--- config.mk ---
export PLATFORM = sky130hd
export DESIGN_NAME = uart_tx_steer
export DESIGN_NICKNAME = d
export VERILOG_FILES = /design/src/rtl/uts_pkg.sv /design/src/rtl/uts_imm_ctl.sv /design/src/rtl/uts_load_arb.sv /design/src/rtl/uts_rts_drv.sv /design/src/rtl/uart_tx_steer.sv
export SDC_FILE = /design/constraint.sdc
export NUM_CORES = 1
export LEC_CHECK = 0
export BUFFER_PORTS_ARGS = -buffer_cell sky130_fd_sc_hd__buf_2
export CORE_MARGIN = 1.5
export CORE_UTILIZATION = 43
export DETAILED_ROUTE_END_ITERATION = 10
export PLACE_DENSITY = 0.87
export SLEW_MARGIN = 20
export SYNTH_ARGS = -nofsm -noshare
export SYNTH_HDL_FRONTEND = slang
export SYNTH_SLANG_ARGS = --single-unit
--- constraint.sdc ---
create_clock -name clk -period 1.4 [get_ports clk]
set_input_delay 0.14 -clock clk [delete_from_list [all_inputs] [get_ports clk]]
set_output_delay 0.14 -clock clk [all_outputs]
set_load 0.03 [all_outputs]
--- src/rtl/uts_pkg.sv ---
package uts_pkg;
   typedef enum logic [1:0] {
      IMM_IDLE    = 2'd0,
      IMM_ARMED   = 2'd1,
      IMM_HELD    = 2'd2,
      IMM_SENDING = 2'd3
   } imm_state_e;
endpackage

--- src/rtl/uts_imm_ctl.sv ---
module uts_imm_ctl
   import uts_pkg::*;
(
   input  logic clk,
   input  logic rst_n,
   input  logic set_i,
   input  logic fifo_en_i,
   input  logic wr_taken_i,
   input  logic tag_load_i,
   input  logic shf_done_i,
   output logic armed_o,
   output logic status_o
);
   imm_state_e state_q, state_d;

   always_comb begin
      state_d = state_q;
      unique case (state_q)
         IMM_IDLE:    if (set_i && fifo_en_i) state_d = IMM_ARMED;
         IMM_ARMED: begin
            if (!fifo_en_i)      state_d = IMM_IDLE;
            else if (wr_taken_i) state_d = tag_load_i ? IMM_SENDING : IMM_HELD;
         end
         IMM_HELD:    if (tag_load_i) state_d = IMM_SENDING;
         IMM_SENDING: if (shf_done_i) state_d = IMM_IDLE;
         default:     state_d = IMM_IDLE;
      endcase
   end

   always_ff @(posedge clk) begin
      if (!rst_n) state_q <= IMM_IDLE;
      else        state_q <= state_d;
   end

   assign armed_o  = (state_q == IMM_ARMED) && fifo_en_i;
   assign status_o = (state_q != IMM_IDLE);

   // the control only rises after an arming pulse
   assert_rise_on_set_R3: assert property (@(posedge clk) disable iff (!rst_n)
      $rose(status_o) |-> $past(set_i));
   // it only clears after a finished frame or with the FIFO switched off
   assert_clear_on_done_R5: assert property (@(posedge clk) disable iff (!rst_n)
      $fell(status_o) |-> ($past(shf_done_i) || !$past(fifo_en_i)));
endmodule

--- src/rtl/uts_load_arb.sv ---
module uts_load_arb #(
   parameter int DATA_W = 8
) (
   input  logic              clk,
   input  logic              rst_n,
   input  logic              direct_i,
   input  logic              tag_i,
   input  logic [DATA_W-1:0] wr_data_i,
   input  logic              fifo_en_i,
   input  logic              fifo_empty_i,
   input  logic [DATA_W-1:0] fifo_rd_data_i,
   input  logic              shf_busy_i,
   output logic              fifo_pop_o,
   output logic              shf_load_o,
   output logic [DATA_W-1:0] shf_data_o,
   output logic              wr_taken_o,
   output logic              tag_load_o,
   output logic              pend_o
);
   logic              hold_vld_q, hold_tag_q, ld_q;
   logic [DATA_W-1:0] hold_data_q, ld_data_q;
   logic              free, pick_hold, pick_wr, pick_fifo, to_hold;

   always_comb begin
      free      = !shf_busy_i && !ld_q;
      pick_hold = free && hold_vld_q;
      pick_wr   = free && !hold_vld_q && direct_i;
      pick_fifo = free && !hold_vld_q && !direct_i && fifo_en_i && !fifo_empty_i;
      to_hold   = direct_i && !pick_wr && (!hold_vld_q || pick_hold);
   end

   always_ff @(posedge clk) begin
      if (!rst_n) begin
         ld_q       <= 1'b0;
         ld_data_q  <= '0;
         hold_vld_q <= 1'b0;
         hold_tag_q <= 1'b0;
         hold_data_q <= '0;
      end else begin
         ld_q <= pick_hold || pick_wr || pick_fifo;
         if (pick_hold)      ld_data_q <= hold_data_q;
         else if (pick_wr)   ld_data_q <= wr_data_i;
         else if (pick_fifo) ld_data_q <= fifo_rd_data_i;
         if (to_hold) begin
            hold_vld_q  <= 1'b1;
            hold_tag_q  <= tag_i;
            hold_data_q <= wr_data_i;
         end else if (pick_hold) begin
            hold_vld_q <= 1'b0;
         end
      end
   end

   assign fifo_pop_o = pick_fifo;
   assign shf_load_o = ld_q;
   assign shf_data_o = ld_data_q;
   assign wr_taken_o = pick_wr || to_hold;
   assign tag_load_o = (pick_hold && hold_tag_q) || (pick_wr && tag_i);
   assign pend_o     = hold_vld_q || ld_q;

   // a held byte reaches the shifter on the first free cycle
   assert_hold_first_R6: assert property (@(posedge clk) disable iff (!rst_n)
      (hold_vld_q && !shf_busy_i && !ld_q) |=> (shf_load_o && shf_data_o == $past(hold_data_q)));
   // never load a busy shifter
   assert_load_idle_R11: assert property (@(posedge clk) disable iff (!rst_n)
      shf_load_o |-> !shf_busy_i);
   // the load strobe lasts one cycle
   assert_load_pulse_R11: assert property (@(posedge clk) disable iff (!rst_n)
      shf_load_o |=> !shf_load_o);
endmodule

--- src/rtl/uts_rts_drv.sv ---
module uts_rts_drv #(
   parameter bit REG_OUT = 1'b1
) (
   input  logic clk,
   input  logic rst_n,
   input  logic rs485_en_i,
   input  logic rts_inv_i,
   input  logic active_i,
   output logic rts_n_o
);
   logic rts_d;
   assign rts_d = !rs485_en_i ? 1'b1 : (active_i ? rts_inv_i : !rts_inv_i);

   generate
      if (REG_OUT) begin : g_reg
         logic rts_q;
         always_ff @(posedge clk) begin
            if (!rst_n) rts_q <= 1'b1;
            else        rts_q <= rts_d;
         end
         assign rts_n_o = rts_q;

         // RS485 off leaves the line high
         assert_rts_off_R10: assert property (@(posedge clk) disable iff (!rst_n)
            $past(!rs485_en_i) |-> rts_n_o);
         // normal polarity drives low during an active frame
         assert_rts_low_tx_R8: assert property (@(posedge clk) disable iff (!rst_n)
            ($past(rs485_en_i) && $past(active_i) && !$past(rts_inv_i)) |-> !rts_n_o);
      end else begin : g_comb
         assign rts_n_o = rts_d;
      end
   endgenerate
endmodule

--- src/rtl/uart_tx_steer.sv ---
module uart_tx_steer #(
   parameter int DATA_W  = 8,
   parameter bit RTS_REG = 1'b1
) (
   input  logic              clk,
   input  logic              rst_n,
   input  logic              wr_valid,
   input  logic [DATA_W-1:0] wr_data,
   input  logic              fifo_en,
   input  logic              imm_set,
   input  logic              rts_inv,
   input  logic              rs485_en,
   input  logic              shf_busy,
   input  logic              shf_done,
   input  logic              fifo_empty,
   input  logic [DATA_W-1:0] fifo_rd_data,
   output logic              fifo_push,
   output logic [DATA_W-1:0] fifo_push_data,
   output logic              fifo_pop,
   output logic              shf_load,
   output logic [DATA_W-1:0] shf_data,
   output logic              imm_active,
   output logic              rts_n
);
   generate
      if (DATA_W < 5 || DATA_W > 9) begin : g_bad_width
         $error("uart_tx_steer: DATA_W must lie in 5..9");
      end
   endgenerate

   logic armed, direct, wr_taken, tag_load, pend, tx_active;

   assign direct         = wr_valid && (!fifo_en || armed);
   assign fifo_push      = wr_valid && fifo_en && !armed;
   assign fifo_push_data = wr_data;
   assign tx_active      = shf_busy || pend || (fifo_en && !fifo_empty);

   uts_imm_ctl u_ctl (
      .clk        (clk),
      .rst_n      (rst_n),
      .set_i      (imm_set),
      .fifo_en_i  (fifo_en),
      .wr_taken_i (wr_taken),
      .tag_load_i (tag_load),
      .shf_done_i (shf_done),
      .armed_o    (armed),
      .status_o   (imm_active)
   );

   uts_load_arb #(.DATA_W(DATA_W)) u_arb (
      .clk            (clk),
      .rst_n          (rst_n),
      .direct_i       (direct),
      .tag_i          (armed),
      .wr_data_i      (wr_data),
      .fifo_en_i      (fifo_en),
      .fifo_empty_i   (fifo_empty),
      .fifo_rd_data_i (fifo_rd_data),
      .shf_busy_i     (shf_busy),
      .fifo_pop_o     (fifo_pop),
      .shf_load_o     (shf_load),
      .shf_data_o     (shf_data),
      .wr_taken_o     (wr_taken),
      .tag_load_o     (tag_load),
      .pend_o         (pend)
   );

   uts_rts_drv #(.REG_OUT(RTS_REG)) u_rts (
      .clk        (clk),
      .rst_n      (rst_n),
      .rs485_en_i (rs485_en),
      .rts_inv_i  (rts_inv),
      .active_i   (tx_active),
      .rts_n_o    (rts_n)
   );
endmodule

## After elaboration in Yosys (flattened, before gate mapping)

Index checks and enable logic that the tools add are counted.

| storage, ports and cells | value |
|---|---|
| bits in registers | 22 |
| output and inout port bits | 21 |
| word-level logic and storage cells | 68 |

| cells by class | value |
|---|---|
| eq/ne operators | 7 |
| muxes and demuxes | 13 |
| reduce and logical (&&, ||, !) cells | 41 |

Operators by type and width:

| kind | count |
|---|---|
| $mux 8 | 3 |
| $logic_and 1x1->1 | 17 |
| $mux 2 | 5 |
| $logic_not 1->1 | 9 |
| $logic_or 1x1->1 | 9 |
| $pmux 2 s4 | 1 |
| $eq 2x2->1 const B | 2 |
| $mux 1 | 4 |
| $ne 2x1->1 const B | 2 |
| $reduce_and 4->1 | 1 |
| $reduce_bool 2->1 | 2 |
| $ne 3x2->1 const B | 1 |
| $reduce_bool 3->1 | 1 |
| $eq 2x1->1 const B | 1 |
| $logic_not 2->1 | 1 |
| $ne 2x2->1 const B | 1 |
| $reduce_and 2->1 | 1 |

## Longest topological paths before layout

Gate-level depths: netlist (run 1).

| logic depth | value |
|---|---|
| depth in word-level cells | 12 |
| gate-level depth with buffers | 6 |
| mapped depth without buffers | 4 |

## Cells and area by module

A second synthesis (run 1) with hierarchy kept.

| second synthesis, totals | value |
|---|---|
| cell total of the unflattened synthesis | 147 |
| area, all modules | 1306.3 µm² |

By module, submodules not included:

| module | instances | cells each | area each (µm²) | seq. area each (µm²) |
|---|---|---|---|---|
| uts_load_arb | 1 | 114 | 1054.8 | 380.4 |
| uts_imm_ctl | 1 | 17 | 125.1 | 40.0 |
| uart_tx_steer | 1 | 13 | 92.6 | 0.0 |
| uts_rts_drv | 1 | 3 | 33.8 | 20.0 |

## Worst setup path after synthesis (run 1)

No wires, ideal clock.

| timing | value |
|---|---|
| path kind | register to output |
| start | reg u_arb.ld_q, in the netlist u_arb.shf_load_o |
| end | out fifo_pop |
| arrival time | 1522 ps |
| setup slack | -262 ps |
| cell stages (with the launch flop) | 3 |
| buffers on the path | 0 |
| cells stage by stage | dfxtp_1 or3_4 nor3_1 |

| on the way | value |
|---|---|
| cells in the longest elaborated chain, start to end | 6 |

Ends and longest elaborated chain:

| element | line | source |
|---|---|---|
| start, declared | uts_load_arb.sv:20 | `logic hold_vld_q, hold_tag_q, ld_q;` |
| start signal, assigned | uts_load_arb.sv:40 | `ld_q <= pick_hold \|\| pick_wr \|\| pick_fifo;` |
| $logic_not 1->1 | uts_load_arb.sv:25 | `free = !shf_busy_i && !ld_q;` |
| $logic_and 1x1->1 | uts_load_arb.sv:25 |  |
| $logic_and 1x1->1 (4 in a row) | uts_load_arb.sv:28 | `pick_fifo = free && !hold_vld_q && !direct_i && fifo_en_i && !fifo_empty_i;` |
| end, declared | uart_tx_steer.sv:19 | `output logic fifo_pop,` |

Every way passes these cells.

## Worst setup path in the final report (run 1)

Same ends and word-level chain as after synthesis.

==> results.json, run 1 <==
{
  "timing.final.crit_period_ps": 1628,
  "ys_types": 37,
  "hp-class": "in -> reg",
  "status": "finished with violations",
  "worstSetupEndpointType": "output port",
  "ys.flop_type": "dfxtp_1",
  "yosys_register_bits": 22,
  "maxSlewHeadroom": 0.7135,
  "grt_pass1_vias": 1217,
  "syn_avg_cell_area_um2": 9.147,
  "cts_sinks": 22,
  "synth_fp_nets": 158,
  "synthesis.area_um2": 1207,
  "syn_to_final_growth_pct": 37.31,
  "finalWeightedCongestion": 0.9029,
  "synthTopCellsByArea": "dfxtp_1 (36%), mux2i_1 (7.5%), buf_4 (5.6%), a32o_2 (4.7%), o221a_1 (4.7%)",
  "drtIter0Drc": 30,
  "crit_chain": "or3_4 -> buf_4 -> nor3_2 -> buf_4",
  "routed_wl_um": 3313,
  "vias": 1231,
  "crit_path_max_incr_delay_ps": 390,
  "synth_edf_count": 0,
  "syn_inst": 132,
  "path_max_fanout": 2,
  "clock_path_buffers": 2,
  "dieWidth_um": 55.99,
  "clkPwrFrac": 0.234,
  "rr_worst_depth": 5,
  "finClkSkew_ps": 1.625,
  "ant_nets": 0,
  "combPwrFrac": 0.323,
  "routed_via_density": 5.726,
  "remaining_drc_errors": 0,
  "finalSetupViolations": 18,
  "dieArea_um2": 3135,
  "min_period_over_period": 1.163,
  "numCtsBuffers": 3,
  "ioPinCount": 47,
  "total_power_mw": 1.570,
  "cellPowerDensity_nw_per_um2": 947.1,
  "async_flop_share": 0,
  "synth_top_area_frac": 0.3648,
  "synthTopCellsByCount": "dfxtp_1 (22), nor2_1 (13), buf_4 (9), mux2i_1 (9), nand2_1 (8)",
  "violations": "setup timing",
  "track_usage": 0.2139,
  "cts_tree": "done",
  "crit_top_cell": "buf_4",
  "first_pass_iters": 4,
  "peakVddDrop_mv": 0.7781,
  "grt_pass1_wl_um": 5347,
  "start_util": 0.4455,
  "path_clk_slew_ps": 130,
  "setup_ws_ps": -227.8,
  "grt_max_degree": 14,
  "synth-seq-area-share": 0.3648,
  "overflow": 0,
  "critPathSlowestCell": "or3_4",
  "whs_path_depth": 2,
  "rsz0062_at_grt": "yes",
  "numPortBuffers": 46,
  "slew_violations": 0,
  "htree_levels": 1,
  "crit_family": "simple AND/OR/NAND/NOR gates",
  "clkLatencyLatePin_ps": 320,
  "path_buf_inv": 2,
  "worstPathArrival_ps": 1490,
  "antenna_found_initial": 0,
  "drive_gt1_frac": 0.5163,
  "seqPwrFrac": 0.444,
  "dp_hpwl_um": 2276,
  "n_fill_cell": 231,
  "cp-start-kind": "flip-flop",
  "yosys_warnings": 0,
  "cts-root-buf": "clkbuf_4",
  "hold_violations": 0,
  "drv.max_cap_violation_count": 0,
  "fin_nets": 211,
  "yosysMostFrequentCell": "dfxtp_1",
  "critPathKind": "reg -> out",
  "wl_per_cell_um": 15.41,
  "synth_area_leader_cell": "dfxtp_1",
  "p_leak_nw": 0.7802,
  "core_um2": 2710,
  "worst_slew_pin_slew_ps": 429.7,
  "dieHeight_um": 55.99,
  "sw_frac_of_total": 0.3343,
  "crit_cells": 4,
  "place_ws_ps": -56.95,
  "worstPathRequired_ps": 1260,
  "antenna_cells": 0,
  "p_int_mw": 1.045,
  "fmax_mhz": 614.3,
  "power.switching_mw": 0.5249,
  "num_rows": 19
}
[logic make-up (layout without fill, tap and decap cells)]
family,count (synthesis),after routing,synth area share
compound gates,42,42,0.3047
buf+inv,20,71,0.09739
flops,22,22,0.3648
mux,9,9,0.07461
simple gates,39,40,0.1585
[worst paths after layout]
check,startpoint,endpoint,slack [ps]
setup / recovery,u_arb.shf_load_o,fifo_pop,-230
setup reg to reg,u_arb.shf_load_o,u_arb.shf_data_o[7],-180
hold reg to reg,u_arb.shf_data_o[1],u_arb.shf_data_o[1],500
hold / removal,rs485_en,u_rts.rts_n_o,10
[sequential cells by signal (all words and copies together), names as in the netlist, named ones only]
name               flops
u_arb.shf_data_o       8
u_arb.shf_load_o       1
u_ctl.state_q          1
u_arb.hold_vld_q       1
u_arb.hold_tag_q       1
u_rts.rts_n_o          1
u_arb.hold_data_q      8
[worst reg2reg max path, cell delays in order, from the launching register on]
cell and delay [ps]:
dfxtp_4 360, or3_4 390, buf_4 170, a211oi_4 260
a32o_2 180, o221a_1 170
[power groups by stage]
stage | sequential [mW] | clock, mW | combinational (mW)
CTS | 0.696 | 0.365 | 0.485
finish | 0.697 | 0.367 | 0.507
floorplan | 0.756 | 0 | 0.259
detailed placement | 0.709 | 0 | 0.449
global placement | 0.707 | 0 | 0.442
global route | 0.702 | 0.392 | 0.542
[cells in the final DEF, fill, tap and decap left out, types with 3 or more instances in the layout]
cell type	count
nor3_1	4
a221o_1	5
dfxtp_1	18
a32o_2	5
clkbuf_4	3
inv_1	3
o221a_1	5
o21ai_0	5
nor3_2	3
nor2_1	12
o2111ai_2	3
buf_2	43
a21oi_1	4
dfxtp_2	3
nand2_1	7
mux2i_1	9
buf_4	16
[layer usage]
layer / track usage / wire, µm
met5: 0 / 0
met4: 0.07483 / 54
met3: 0.02558 / 192
met2: 0.3630 / 1609
met1: 0.2801 / 1457
[per-stage QoR]
stage	cell area (µm²)	setup TNS, ps	std cells	hold WS [ps]	utilization
after CTS	1620	-2079	214	15.42	0.5979
after global placement	1505	-30.10	207	342.7	0.5554
after floorplan	1229	0	132	236.7	-
after detailed placement	1505	-323.7	207	347.7	0.5554
after global routing	1658	-3445	215	8.458	0.6117
final	1658	-2345	215	10.95	0.6117
[what timing repair did]
item,in CTS,in global routing
pin swaps,8,4
cloned,1,0
hold buffers,0,0
resized for setup,16,9
buffers inserted,2,1
endpoints found under the setup margin,19,21
[area by class of cell]
cell class,instances,area (µm²),share of cell area
multi-input combinational,91,738.2,0.4453
sequential,22,447.9,0.2702
timing repair buffer,62,377.9,0.2279
tap,31,38.79,0.02340
clock buffer,4,36.28,0.02189
inverter,5,18.77,0.01132
Power figures use the tool's default switching activity.
==> inputs of run 2 (changes only) <==
--- a/config.mk
+++ b/config.mk
@@ -9,7 +9,7 @@
 export CORE_MARGIN = 1.5
 export CORE_UTILIZATION = 43
 export DETAILED_ROUTE_END_ITERATION = 10
-export PLACE_DENSITY = 0.87
+export PLACE_DENSITY = 0.84
 export SLEW_MARGIN = 20
 export SYNTH_ARGS = -nofsm -noshare
 export SYNTH_HDL_FRONTEND = slang
==> results.json, run 2 (synthesis results as in run 1) <==
{
  "status": "finished with violations",
  "violations": "setup timing",
  "antenna_found_initial": 0,
  "finalWeightedCongestion": 0.8985,
  "worst_slew_pin_slew_ps": 448.0,
  "finalSetupViolations": 21,
  "globalRoute.busiestLayer": "met2",
  "worstPathArrival_ps": 1830,
  "crit_family": "simple AND/OR/NAND/NOR gates",
  "syn_to_final_growth_pct": 48.29,
  "peakVddDrop_mv": 0.6151,
  "critPathSlowestCell": "or3_4",
  "dieWidth_um": 55.99,
  "crit_path_max_incr_delay_ps": 420,
  "place_ws_ps": -216.4,
  "worstPathRequired_ps": 1600,
  "numCtsBuffers": 3,
  "cp-start-kind": "flip-flop",
  "layout_commonest_cell": "buf_2",
  "drv.max_cap_violation_count": 0,
  "clkLatencyLatePin_ps": 310,
  "hp-class": "in -> reg",
  "num_rows": 19,
  "utilization": 0.6607,
  "drive_gt1_frac": 0.5285,
  "fin_nets": 220,
  "critPathKind": "reg -> reg",
  "r2r_slack_ps": -230,
  "wl_per_cell_um": 17.46,
  "dp_hpwl_um": 2623,
  "path_max_fanout": 4,
  "slew_violations": 0,
  "antenna_cells": 0,
  "crit_chain": "or3_4 -> buf_6 -> o2111ai_4 -> clkbuf_16 -> mux2i_1 -> nor2_1",
  "dieHeight_um": 55.99,
  "rsz0062_at_grt": "yes",
  "setup_ws_ps": -228.3,
  "cts-root-buf": "clkbuf_4",
  "min_period_over_period": 1.163,
  "start_util": 0.4455,
  "path_buf_inv": 2,
  "fmax_mhz": 614.1,
  "whs_ps": 28.61,
  "grt_pass1_wl_um": 5989,
  "grt_use_met2": 0.4571,
  "track_usage": 0.2388,
  "remaining_drc_errors": 0,
  "cts_tree": "done",
  "cts_sinks": 22,
  "grtUsageMet1": 0.2746,
  "ant_nets": 0,
  "hold_violations": 0,
  "overflow": 0,
  "numPortBuffers": 46,
  "cellPowerDensity_nw_per_um2": 984.0,
  "worstSetupEndpointType": "flip-flop",
  "maxSlewHeadroom": 0.6982,
  "fin_area_um2": 1790,
  "grt_max_degree": 14,
  "finClkSkew_ps": 3.126,
  "timing.final.crit_period_ps": 1628,
  "routed_wl_um": 3910,
  "core_um2": 2710,
  "dieArea_um2": 3135,
  "ioPinCount": 47,
  "vias": 1376,
  "final_cell_mix": "buf_2 (43), buf_4 (19), dfxtp_1 (19)",
  "htree_levels": 1,
  "path_clk_slew_ps": 130,
  "routed_via_density": 6.143,
  "p_leak_nw": 0.8476,
  "grt_pass1_vias": 1330,
  "place_area_um2": 1523,
  "drtIter0Drc": 47,
  "clock_path_buffers": 2,
  "first_pass_iters": 4,
  "use_met3": 0.02791
}
==> run 2: cell count changes in the layout (fill, tap and decap cells not counted), moves of 2 or more <==
cell	before	now
nor3_2	3	1
o2111ai_2	3	1
a2111oi_1	2	0
buf_4	16	19
o21ai_2	2	0
or2_2	2	0
buf_6	2	8
==> run 2: layer usage <==
metal	part of all wire	vias up
met5	0	-
met2	0.52	67
met1	0.39	674
met3	0.063	16
met4	0.026	0
li1	-	619
==> run 2: final cells by class <==
cell class / count / area [µm²]
Multi-Input combinational cell: 90 / 740.7
Timing Repair Buffer: 72 / 493.0
Sequential cell: 22 / 446.7
Clock buffer: 3 / 22.52
Clock inverter: 1 / 30.03
Inverter: 5 / 18.77
Fill cell: 209 / 919.6
Tap cell: 31 / 38.79
==> run 2: stage by stage <==
stage / instances / power (mW) / setup TNS (ps)
CTS: 218 / 1.698 / -2806
detailed placement: 211 / 1.172 / -2492
global route: 224 / 1.813 / -4073
finish: 224 / 1.762 / -3253
floorplan: 132 / 1.015 / 0
global placement: 211 / 1.153 / -1611
==> run 2: timing repair <==
item	in CTS	in global routing
resized for setup	15	15
hold buffers	0	0
pin swaps	9	12
setup endpoints to repair	20	21
setup buffers	3	5
endpoints found under the hold margin	0	0
cloned	0	1
==> run 2: where the power goes <==
part | total (mW) | switching (mW) | internal, mW
clock | 0.493 | 0.204 | 0.289
combinational | 0.571 | 0.318 | 0.253
sequential | 0.698 | 0.0277 | 0.670
==> run 2: worst paths after layout <==
check,start,end,cells past startpoint
min,rs485_en,u_rts.rts_n_o,2
min reg2reg,u_arb.shf_data_o[1],u_arb.shf_data_o[1],2
max,u_arb.shf_load_o,u_arb.hold_data_q[7],6
max reg2reg,u_arb.shf_load_o,u_arb.hold_data_q[7],6
